--- src/rtl/lin_seq_pkg.sv ---
package lin_seq_pkg;
  localparam int BYTE_W = 8;
  // byte positions inside a command
  localparam logic [2:0] POS_ID   = 3'd0;
  localparam logic [2:0] POS_CTRL = 3'd1;
  localparam logic [2:0] POS_TOHI = 3'd2;
  localparam logic [2:0] POS_TOLO = 3'd3;
  localparam logic [2:0] POS_DATA = 3'd4;
  localparam int CTRL_DIR_BIT = 7;

  typedef enum logic [1:0] {
    TMR_IDLE  = 2'd0,
    TMR_ARMED = 2'd1,
    TMR_RUN   = 2'd2
  } tmr_state_t;
endpackage

--- src/rtl/lin_rst_sync.sv ---
module lin_rst_sync (
  input  logic clk,
  input  logic rst_n_in,
  output logic rst_n_out
);
  logic [1:0] sync_q;

  always_ff @(posedge clk or negedge rst_n_in) begin
    if (!rst_n_in) sync_q <= 2'b00;
    else           sync_q <= {sync_q[0], 1'b1};
  end

  assign rst_n_out = sync_q[1];
endmodule

--- src/rtl/lin_cmd_decode.sv ---
module lin_cmd_decode
  import lin_seq_pkg::*;
#(
  parameter int TO_W  = 12,
  parameter int LEN_W = 4
) (
  input  logic              clk,
  input  logic              rst_n,
  input  logic              cmd_wr,
  input  logic [BYTE_W-1:0] cmd_byte,
  input  logic              frame_done,
  output logic              cmd_start,
  output logic              hdr_go,
  output logic [BYTE_W-1:0] hdr_id,
  output logic              hdr_rx,
  output logic [LEN_W-1:0]  hdr_len,
  output logic [TO_W-1:0]   tmo_val,
  output logic              tx_vld,
  output logic [BYTE_W-1:0] tx_data
);
  localparam int HI_W  = TO_W - BYTE_W;
  localparam int DCN_W = LEN_W + 1;

  logic [2:0]        pos_q, pos_d;
  logic [BYTE_W-1:0] id_q, id_d;
  logic              rx_q, rx_d;
  logic [LEN_W-1:0]  len_q, len_d;
  logic [TO_W-1:0]   tmo_q, tmo_d;
  logic [DCN_W-1:0]  dcnt_q, dcnt_d;
  logic              go_q, go_d;
  logic              tv_q, tv_d;
  logic [BYTE_W-1:0] td_q, td_d;
  logic              wr_ok;
  logic              can_fwd;

  assign wr_ok     = cmd_wr && !frame_done;
  assign cmd_start = wr_ok && (pos_q == POS_ID);
  assign can_fwd   = !rx_q && (dcnt_q < {1'b0, len_q});

  always_comb begin
    pos_d  = pos_q;
    id_d   = id_q;
    rx_d   = rx_q;
    len_d  = len_q;
    tmo_d  = tmo_q;
    dcnt_d = dcnt_q;
    go_d   = 1'b0;
    tv_d   = 1'b0;
    td_d   = td_q;
    if (frame_done) begin
      pos_d  = POS_ID;
      dcnt_d = '0;
    end else if (cmd_wr) begin
      case (pos_q)
        POS_ID: begin
          id_d  = cmd_byte;
          pos_d = POS_CTRL;
        end
        POS_CTRL: begin
          rx_d   = cmd_byte[CTRL_DIR_BIT];
          len_d  = cmd_byte[LEN_W-1:0];
          tmo_d  = '0;
          dcnt_d = '0;
          pos_d  = POS_TOHI;
        end
        POS_TOHI: begin
          if (rx_q) tmo_d[TO_W-1:BYTE_W] = cmd_byte[HI_W-1:0];
          pos_d = POS_TOLO;
        end
        POS_TOLO: begin
          go_d = 1'b1;
          if (rx_q) tmo_d[BYTE_W-1:0] = cmd_byte;
          if (can_fwd) begin
            tv_d   = 1'b1;
            td_d   = cmd_byte;
            dcnt_d = dcnt_q + 1'b1;
          end
          pos_d = POS_DATA;
        end
        default: begin
          if (can_fwd) begin
            tv_d   = 1'b1;
            td_d   = cmd_byte;
            dcnt_d = dcnt_q + 1'b1;
          end
        end
      endcase
    end
  end

  always_ff @(posedge clk or negedge rst_n) begin
    if (!rst_n) begin
      pos_q  <= POS_ID;
      id_q   <= '0;
      rx_q   <= 1'b0;
      len_q  <= '0;
      tmo_q  <= '0;
      dcnt_q <= '0;
      go_q   <= 1'b0;
      tv_q   <= 1'b0;
      td_q   <= '0;
    end else begin
      pos_q  <= pos_d;
      id_q   <= id_d;
      rx_q   <= rx_d;
      len_q  <= len_d;
      tmo_q  <= tmo_d;
      dcnt_q <= dcnt_d;
      go_q   <= go_d;
      tv_q   <= tv_d;
      td_q   <= td_d;
    end
  end

  assign hdr_go  = go_q;
  assign hdr_id  = id_q;
  assign hdr_rx  = rx_q;
  assign hdr_len = len_q;
  assign tmo_val = tmo_q;
  assign tx_vld  = tv_q;
  assign tx_data = td_q;
endmodule

--- src/rtl/lin_resp_timer.sv ---
module lin_resp_timer
  import lin_seq_pkg::*;
#(
  parameter int TO_W  = 12,
  parameter int LEN_W = 4
) (
  input  logic             clk,
  input  logic             rst_n,
  input  logic             hdr_go,
  input  logic             hdr_rx,
  input  logic [LEN_W-1:0] hdr_len,
  input  logic [TO_W-1:0]  tmo_val,
  input  logic             brk_start,
  input  logic             bit_tick,
  input  logic             rx_in_valid,
  input  logic             frame_done,
  input  logic             err_clr,
  output logic             no_resp_err
);
  tmr_state_t       st_q, st_d;
  logic [TO_W-1:0]  cnt_q, cnt_d;
  logic [LEN_W-1:0] rcnt_q, rcnt_d;
  logic             err_q, err_d;
  logic             resp_last;
  logic             expire;

  assign resp_last = rx_in_valid && (rcnt_q == hdr_len);
  assign expire    = bit_tick && (cnt_q == {{(TO_W-1){1'b0}}, 1'b1});

  always_comb begin
    st_d   = st_q;
    cnt_d  = cnt_q;
    rcnt_d = rcnt_q;
    err_d  = err_q;
    if (err_clr) err_d = 1'b0;
    if (frame_done) begin
      st_d = TMR_IDLE;
    end else begin
      case (st_q)
        TMR_IDLE: begin
          if (hdr_go && hdr_rx && (tmo_val != '0)) st_d = TMR_ARMED;
        end
        TMR_ARMED: begin
          if (brk_start) begin
            st_d   = TMR_RUN;
            cnt_d  = tmo_val;
            rcnt_d = '0;
          end
        end
        TMR_RUN: begin
          if (resp_last) begin
            st_d = TMR_IDLE;
          end else begin
            if (rx_in_valid) rcnt_d = rcnt_q + 1'b1;
            if (expire) begin
              err_d = 1'b1;
              st_d  = TMR_IDLE;
            end else if (bit_tick) begin
              cnt_d = cnt_q - 1'b1;
            end
          end
        end
        default: st_d = TMR_IDLE;
      endcase
    end
  end

  always_ff @(posedge clk or negedge rst_n) begin
    if (!rst_n) begin
      st_q   <= TMR_IDLE;
      cnt_q  <= '0;
      rcnt_q <= '0;
      err_q  <= 1'b0;
    end else begin
      st_q   <= st_d;
      cnt_q  <= cnt_d;
      rcnt_q <= rcnt_d;
      err_q  <= err_d;
    end
  end

  assign no_resp_err = err_q;
endmodule

--- src/rtl/lin_rx_hold.sv ---
module lin_rx_hold
  import lin_seq_pkg::*;
(
  input  logic              clk,
  input  logic              rst_n,
  input  logic              rx_in_valid,
  input  logic [BYTE_W-1:0] rx_in_byte,
  input  logic              rx_rd,
  input  logic              ovr_clr,
  output logic [BYTE_W-1:0] rx_data,
  output logic              rx_rdy,
  output logic              rx_ovr
);
  logic [BYTE_W-1:0] hold_q, hold_d;
  logic              rdy_q, rdy_d;
  logic              ovr_q, ovr_d;

  always_comb begin
    hold_d = hold_q;
    rdy_d  = rdy_q;
    ovr_d  = ovr_q;
    if (ovr_clr) ovr_d = 1'b0;
    if (rx_in_valid) begin
      hold_d = rx_in_byte;
      rdy_d  = 1'b1;
      if (rdy_q && !rx_rd) ovr_d = 1'b1;
    end else if (rx_rd) begin
      rdy_d = 1'b0;
    end
  end

  always_ff @(posedge clk or negedge rst_n) begin
    if (!rst_n) begin
      hold_q <= '0;
      rdy_q  <= 1'b0;
      ovr_q  <= 1'b0;
    end else begin
      hold_q <= hold_d;
      rdy_q  <= rdy_d;
      ovr_q  <= ovr_d;
    end
  end

  assign rx_data = rdy_q ? hold_q : '0;
  assign rx_rdy  = rdy_q;
  assign rx_ovr  = ovr_q;
endmodule

--- src/rtl/lin_cmd_seq.sv ---
module lin_cmd_seq
  import lin_seq_pkg::*;
#(
  parameter int TO_W  = 12,
  parameter int LEN_W = 4
) (
  input  logic              clk,
  input  logic              rst_n,
  input  logic              cmd_wr,
  input  logic [7:0]        cmd_byte,
  input  logic              frame_done,
  input  logic              brk_start,
  input  logic              bit_tick,
  input  logic              rx_in_valid,
  input  logic [7:0]        rx_in_byte,
  input  logic              rx_rd,
  output logic              hdr_go,
  output logic [7:0]        hdr_id,
  output logic              hdr_rx,
  output logic [LEN_W-1:0]  hdr_len,
  output logic              tx_vld,
  output logic [7:0]        tx_data,
  output logic [7:0]        rx_data,
  output logic              rx_rdy,
  output logic              rx_ovr,
  output logic              no_resp_err
);
  logic            rst_n_s;
  logic            cmd_start;
  logic [TO_W-1:0] tmo_val;

  lin_rst_sync u_rst (
    .clk       (clk),
    .rst_n_in  (rst_n),
    .rst_n_out (rst_n_s)
  );

  lin_cmd_decode #(.TO_W(TO_W), .LEN_W(LEN_W)) u_dec (
    .clk        (clk),
    .rst_n      (rst_n_s),
    .cmd_wr     (cmd_wr),
    .cmd_byte   (cmd_byte),
    .frame_done (frame_done),
    .cmd_start  (cmd_start),
    .hdr_go     (hdr_go),
    .hdr_id     (hdr_id),
    .hdr_rx     (hdr_rx),
    .hdr_len    (hdr_len),
    .tmo_val    (tmo_val),
    .tx_vld     (tx_vld),
    .tx_data    (tx_data)
  );

  lin_resp_timer #(.TO_W(TO_W), .LEN_W(LEN_W)) u_tmr (
    .clk         (clk),
    .rst_n       (rst_n_s),
    .hdr_go      (hdr_go),
    .hdr_rx      (hdr_rx),
    .hdr_len     (hdr_len),
    .tmo_val     (tmo_val),
    .brk_start   (brk_start),
    .bit_tick    (bit_tick),
    .rx_in_valid (rx_in_valid),
    .frame_done  (frame_done),
    .err_clr     (cmd_start),
    .no_resp_err (no_resp_err)
  );

  lin_rx_hold u_rxh (
    .clk         (clk),
    .rst_n       (rst_n_s),
    .rx_in_valid (rx_in_valid),
    .rx_in_byte  (rx_in_byte),
    .rx_rd       (rx_rd),
    .ovr_clr     (cmd_start),
    .rx_data     (rx_data),
    .rx_rdy      (rx_rdy),
    .rx_ovr      (rx_ovr)
  );
endmodule

--- config.mk ---
export PLATFORM = sky130hd
export DESIGN_NAME = lin_cmd_seq
export DESIGN_NICKNAME = d
export VERILOG_FILES = /design/src/rtl/lin_seq_pkg.sv /design/src/rtl/lin_rst_sync.sv /design/src/rtl/lin_cmd_decode.sv /design/src/rtl/lin_resp_timer.sv /design/src/rtl/lin_rx_hold.sv /design/src/rtl/lin_cmd_seq.sv
export SDC_FILE = /design/constraint.sdc
export NUM_CORES = 1
export LEC_CHECK = 0
export ABC_AREA = 1
export BUFFER_PORTS_ARGS = -buffer_cell sky130_fd_sc_hd__buf_4
export CORE_MARGIN = 10
export CORE_UTILIZATION = 35
export DETAILED_ROUTE_END_ITERATION = 8
export PLACE_DENSITY = 0.61
export RECOVER_POWER = 50
export SYNTH_ARGS = -nofsm -noshare
export SYNTH_HDL_FRONTEND = slang
export SYNTH_SLANG_ARGS = --single-unit
--- constraint.sdc ---
create_clock -name clk -period 5.8 [get_ports clk]
set_input_delay 0.29 -clock clk [delete_from_list [all_inputs] [get_ports clk]]
set_output_delay 0.29 -clock clk [all_outputs]
set_load 0.02 [all_outputs]
# Word-level counts from Yosys, hierarchy flattened

Cells that the tools add are included.

Register bits after elaboration: 74
Output and inout port bits: 34
Input port bits: 24
Logic and storage cells: 119

Equality and inequality tests: 18
Mux-type cells: 44
Magnitude comparators: 1
Bitwise operators: 2
Reductions and logical operators: 33
Add/sub/neg operators: 3

Operators with widths:

| kind                    | number |
|---|---|
| $mux W12                | 4 |
| $pmux W12 S2            | 1 |
| $mux W1                 | 17 |
| $mux W4                 | 4 |
| $mux W8                 | 2 |
| $pmux W4 S2             | 2 |
| $pmux W8 S2             | 1 |
| $mux W5                 | 3 |
| $eq A12 B1 Y1 const B   | 1 |
| $pmux W3 S4             | 1 |
| $reduce_and A3 Y1       | 4 |
| $reduce_and A4 Y1       | 3 |
| $reduce_bool A12 Y1     | 1 |
| $sub A12 B1 Y12 const B | 1 |
| $mux W2                 | 5 |
| $ne A2 B2 Y1 const B    | 5 |
| $pmux W5 S2             | 1 |
| $reduce_bool A2 Y1      | 5 |
| $logic_and A1 B1 Y1     | 8 |
| $eq A3 B2 Y1 const B    | 2 |
| $mux W3                 | 2 |
| $ne A2 B1 Y1 const B    | 3 |
| $pmux W2 S3             | 1 |
| $reduce_and A6 Y1       | 1 |
| other kinds (20)        | 23 |

# Longest topological paths before layout

Word-level depth: 8
Depth in mapped cells: 13
Depth with buffers taken out: 13

# By module

A second synthesis with hierarchy kept.

Cell total of the unflattened synthesis: 521
Area, all modules: 4017.6 sq um

Modules (own cells, without submodules):

| module         | instances | area an instance (sq um) | cells an instance | seq. area each (sq um) |
|---|---|---|---|---|
| lin_cmd_decode | 1         | 2042.0                   | 224               | 1076.0 |
| lin_resp_timer | 1         | 1473.9                   | 234               | 475.5 |
| lin_rx_hold    | 1         | 447.9                    | 60                | 250.2 |
| lin_rst_sync   | 1         | 53.8                     | 3                 | 50.0 |

# Worst setup path after synthesis

Ideal clock, no wire load.

Kind: register to register
Start: register u_dec.len_q[2], in the netlist u_dec.hdr_len[2]
End: register u_dec.dcnt_q[4]
Arrival: 1.567 ns
Period minus slack after synthesis: 1.693 ns
Stages on the path, launching flop included: 12
Library setup time: 0.126 ns
Slack: 4.107 ns
Cell sequence: dfrtp_1 -> inv_1 -> ha_1 -> nand2_1 -> nor2_1 -> o21ai_0 -> nand2_1 -> nand2_1 -> nand2_2 -> clkinv_1 -> nand2_1 -> o21ai_0

Cells in the longest elaborated chain, start to end: 4

Ends and longest elaborated chain:

| element                             | line                  | text |
|---|---|---|
| start: declaration                  | lin_cmd_decode.sv:27  | `logic [LEN_W-1:0] len_q, len_d;` |
| start signal: assignment            | lin_cmd_decode.sv:106 | `len_q <= len_d;` |
| $lt A5 B4 Y1                        | lin_cmd_decode.sv:38  | `assign can_fwd = !rx_q && (dcnt_q < {1'b0, len_q});` |
| $logic_and A1 B1 Y1                 | lin_cmd_decode.sv:38  |  |
| $reduce_bool A3 Y1 (no source line) | n/a                   |  |
| $reduce_and A3 Y1 (no source line)  | n/a                   |  |
| end signal: assignment              | lin_cmd_decode.sv:108 | `dcnt_q <= dcnt_d;` |
| end: declaration                    | lin_cmd_decode.sv:29  | `logic [DCN_W-1:0] dcnt_q, dcnt_d;` |

No other way between the ends.
A chain may end at the register's enable or synchronous reset.

# Final worst setup path

Start: register u_dec.pos_q[2]
End: register u_dec.tmo_q[7], in the netlist u_dec.tmo_val[7]

Cells in the longest elaborated chain, start to end: 3

Ends and longest elaborated chain:

| element                                                             | line                  | text |
|---|---|---|
| start: declaration                                                  | lin_cmd_decode.sv:24  | `logic [2:0] pos_q, pos_d;` |
| start signal: assignment                                            | lin_cmd_decode.sv:103 | `pos_q <= pos_d;` |
| $eq A3 B2 Y1 or $eq A3 B1 Y1 (tied branches)                        | lin_cmd_decode.sv:54  | `case (pos_q)` |
| $ne A2 B1 Y1 (no source line) or $reduce_bool A2 Y1 (tied branches) | n/a                   |  |
| $reduce_and A4 Y1 (no source line)                                  | n/a                   |  |
| end signal: assignment                                              | lin_cmd_decode.sv:107 | `tmo_q <= tmo_d;` |
| end: declaration                                                    | lin_cmd_decode.sv:28  | `logic [TO_W-1:0] tmo_q, tmo_d;` |

Several ways; a longest one is shown, not always the timed one.

==> results.cfg <==
[status]
status = complete, no violations

[grt]
grt_pass1_vias = 3258
grt_max_degree = 73
grt_antenna_before_repair = 0
overflow = 0
grt_pass1_wl_um = 16000
grtUsageTotal = 0.123

[logic_synthesis]
seq_area_frac_synth = 0.481
synth.distinct_cells = 32
syn_nets = 533
synth-xor-area-share = 0.0114
yosysMostFrequentCell = nand2_1
synth_fa_ha_area_frac = 0.0228
yosysWarnings = 0
synth_top_area_cell = dfrtp_1
synth-seq-cells = 74
synthMuxAreaShare = 0
ys.flop_type = dfrtp_1
synth_top_cell_area_share = 0.481
async_flop_share = 1.00
syn_avg_cell_area_sq_um = 7.66
synth-compound-area-share = 0.0800
synth_top_family_by_area = simple AND/OR/NAND/NOR gates
synthTopCellsByCount = 173 x nand2_1, 74 x dfrtp_1, 57 x inv_1
synth_simple_gate_area_frac = 0.316
synth_area_leaders = dfrtp_1 48%, nand2_1 17%, inv_1 5.6%
syn-cell-area_sq_um = 3850
synth_edf_count = 0
synthCells = 502

[placed_design]
port_buffers = 57
dp.final_hpwl_um = 7100
gp_congestion = 0.820
dp_cells = 688

[die]
die_h_um = 125
num_rows = 38
start_util = 0.356
core_area_sq_um = 10800
die-area_sq_um = 15600
dieWidth_um = 125
io_pins = 58

[clock_tree]
postCtsSetupRepairBufs = 0
cts_tree = yes
clk_transition_reported_paths_ns = 0.08
cts_max_level = 3
numCtsBuffers = 9
cts_root_buffer = clkbuf_8
cts_sinks = 74
clk_path_buf_depth = 2
clk_latency_ns = 0.35

[power]
p_switching_mw = 0.689
peakVddDrop_mv = 0.165
power.density_cell_area_nw_per_um2 = 379
power_frac_comb = 0.349
sw_frac_of_total = 0.407
internal_power_mw = 1.00
p_leak_nw = 2.39
clkPwrFrac = 0.222
seqPwrFrac = 0.429

[detailed_routing]
drt_iter0_drc = 171
firstDrtPassIters = 4
drc = 0
vias = 3280
drt.antenna.violating_nets = 0
wl_per_cell_um = 13.4
via_per_inst = 4.65
wl_um = 9420

[sta]
period_share = 0.352
fmax_mhz = 490
worst_slew_pin_slew_ns = 1.07
setup_viol_count_final = 0
grt_setup_unrepaired = no
finalCriticalPeriod_ns = 2.04
finClkSkew_ns = 0.00711
tns_ns = 0
slew_violations = 0
slew_headroom = 0.281
hold_viol = 0

[flow_run]
drv_cap = 0

[critical_path]
cp_data_arrival_time_ns = 2.31
end_kind = flip-flop
start_kind = flip-flop
crit_type = flip-flop to flip-flop
reg2reg_slack_ns = 3.76
cp_data_required_time_ns = 6.07
cp_max_fo = 11

[cells_and_area]
register_area_sq_um = 1850
diodes = 0
layout-drive-gt1-share = 0.140
final_nets = 591
multi_input_area_sq_um = 1650
syn_to_final_growth_pct = 16.1
nFillCells = 1129
layout.cells.non_filler = 705
post-route-util = 0.414

[worst_hold_path]
hold_path_class = primary input to flip-flop
==> cell families after synthesis <==
family                     after synthesis
and+or+nand+nor                        278
buffers and inverters                   78
DFF                                     74
AOI/OAI and AO/OA                       59
adders and majority gates                7
xor gates and xnor gates                 5
other                                    1
==> layer usage <==
| layer | track usage | share of wire |
|---|---|---|
| met5 | 0 | 0 |
| met3 | 0.0340 | 0.050 |
| met1 | 0.155 | 0.49 |
| met2 | 0.193 | 0.45 |
| met4 | 0.0508 | 0.017 |
==> power groups by stage <==
stage | Combinational [mW] | Clock [mW] | Sequential [mW]
floorplan | 0.372 | 0 | 0.782
global placement | 0.623 | 0 | 0.734
detailed placement | 0.631 | 0 | 0.737
CTS | 0.633 | 0.385 | 0.729
global route | 0.675 | 0.409 | 0.743
finish | 0.591 | 0.376 | 0.726
==> placed cells by master (no fill, tap or decap), types with 2 or more instances in the layout <==
master	instances
nand2_1	173
dfrtp_1	73
inv_1	57
nor2_1	40
o21ai_0	40
nand3_1	37
buf_4	36
clkbuf_1	23
clkbuf_8	11
o21ai_1	10
inv_2	8
ha_1	7
nand4_1	6
nand2_2	5
a21oi_1	5
nor3_1	5
nor2_2	3
nand2_4	3
xor2_1	3
xnor2_1	2
nor2_4	2
o21ai_2	2
clkinv_2	2
==> critical path, cell delays in order, from the launching register on <==
cell,delay (ns)
dfrtp_1,0.43
nor3_1,0.88
nand2_2,0.12
inv_2,0.13
nand2_4,0.08
nand2_4,0.14
nand3_1,0.08
o21ai_0,0.11
==> worst paths after layout <==
check                                      from          endpoint  cells past startpoint
worst min-delay path              rx_in_byte[1]   u_rxh.hold_q[1]                      3
worst max-delay path             u_dec.pos_q[2]  u_dec.tmo_val[7]                      7
max in group asynchronous       u_rst.sync_q[1]    u_tmr.cnt_q[5]                      1
worst min register to register  u_rst.sync_q[0]   u_rst.sync_q[1]                      0
min in group asynchronous                 rst_n   u_rst.sync_q[0]                      2
worst max register to register   u_dec.pos_q[2]  u_dec.tmo_val[7]                      7
==> flip-flops by register name, summed over array words and instances (netlist names), 3 cells and up <==
name / count
u_rxh.hold_q: 8
u_tmr.rcnt_q: 4
u_dec.hdr_id: 8
u_dec.dcnt_q: 5
u_dec.tx_data: 8
u_dec.pos_q: 3
u_dec.tmo_val: 12
u_tmr.cnt_q: 12
u_dec.hdr_len: 4
==> repair_timing <==
| action | in CTS | in global routing |
|---|---|---|
| gates resized for setup | 0 | 0 |
| endpoints found under the hold margin | 2 | 0 |
| hold buffers | 1 | 0 |
| endpoints found under the setup margin | 0 | 0 |
==> final cells by class <==
class | count | area share
clock buffers | 12 | 0.0347
clock inverters | 4 | 0.00588
inverters | 66 | 0.0555
multi-input cells | 350 | 0.369
flip-flops and latches | 74 | 0.415
well taps | 140 | 0.0392
repair buffers | 59 | 0.0812
==> metrics by stage <==
step	hold slack, ns	setup slack, ns	total power [mW]	instance area [sq um]
5_1_grt	0.133	3.52	1.83	4470
4_1_cts	0.123	3.98	1.75	4560
3_5_place_dp	0.0753	3.99	1.37	4370
2_1_floorplan	-0.00559	3.59	1.15	3850
6_report	0.143	3.76	1.69	4470
3_3_place_gp	0.0722	4.04	1.36	4370
No activity file was read; power rests on OpenSTA's default activity.
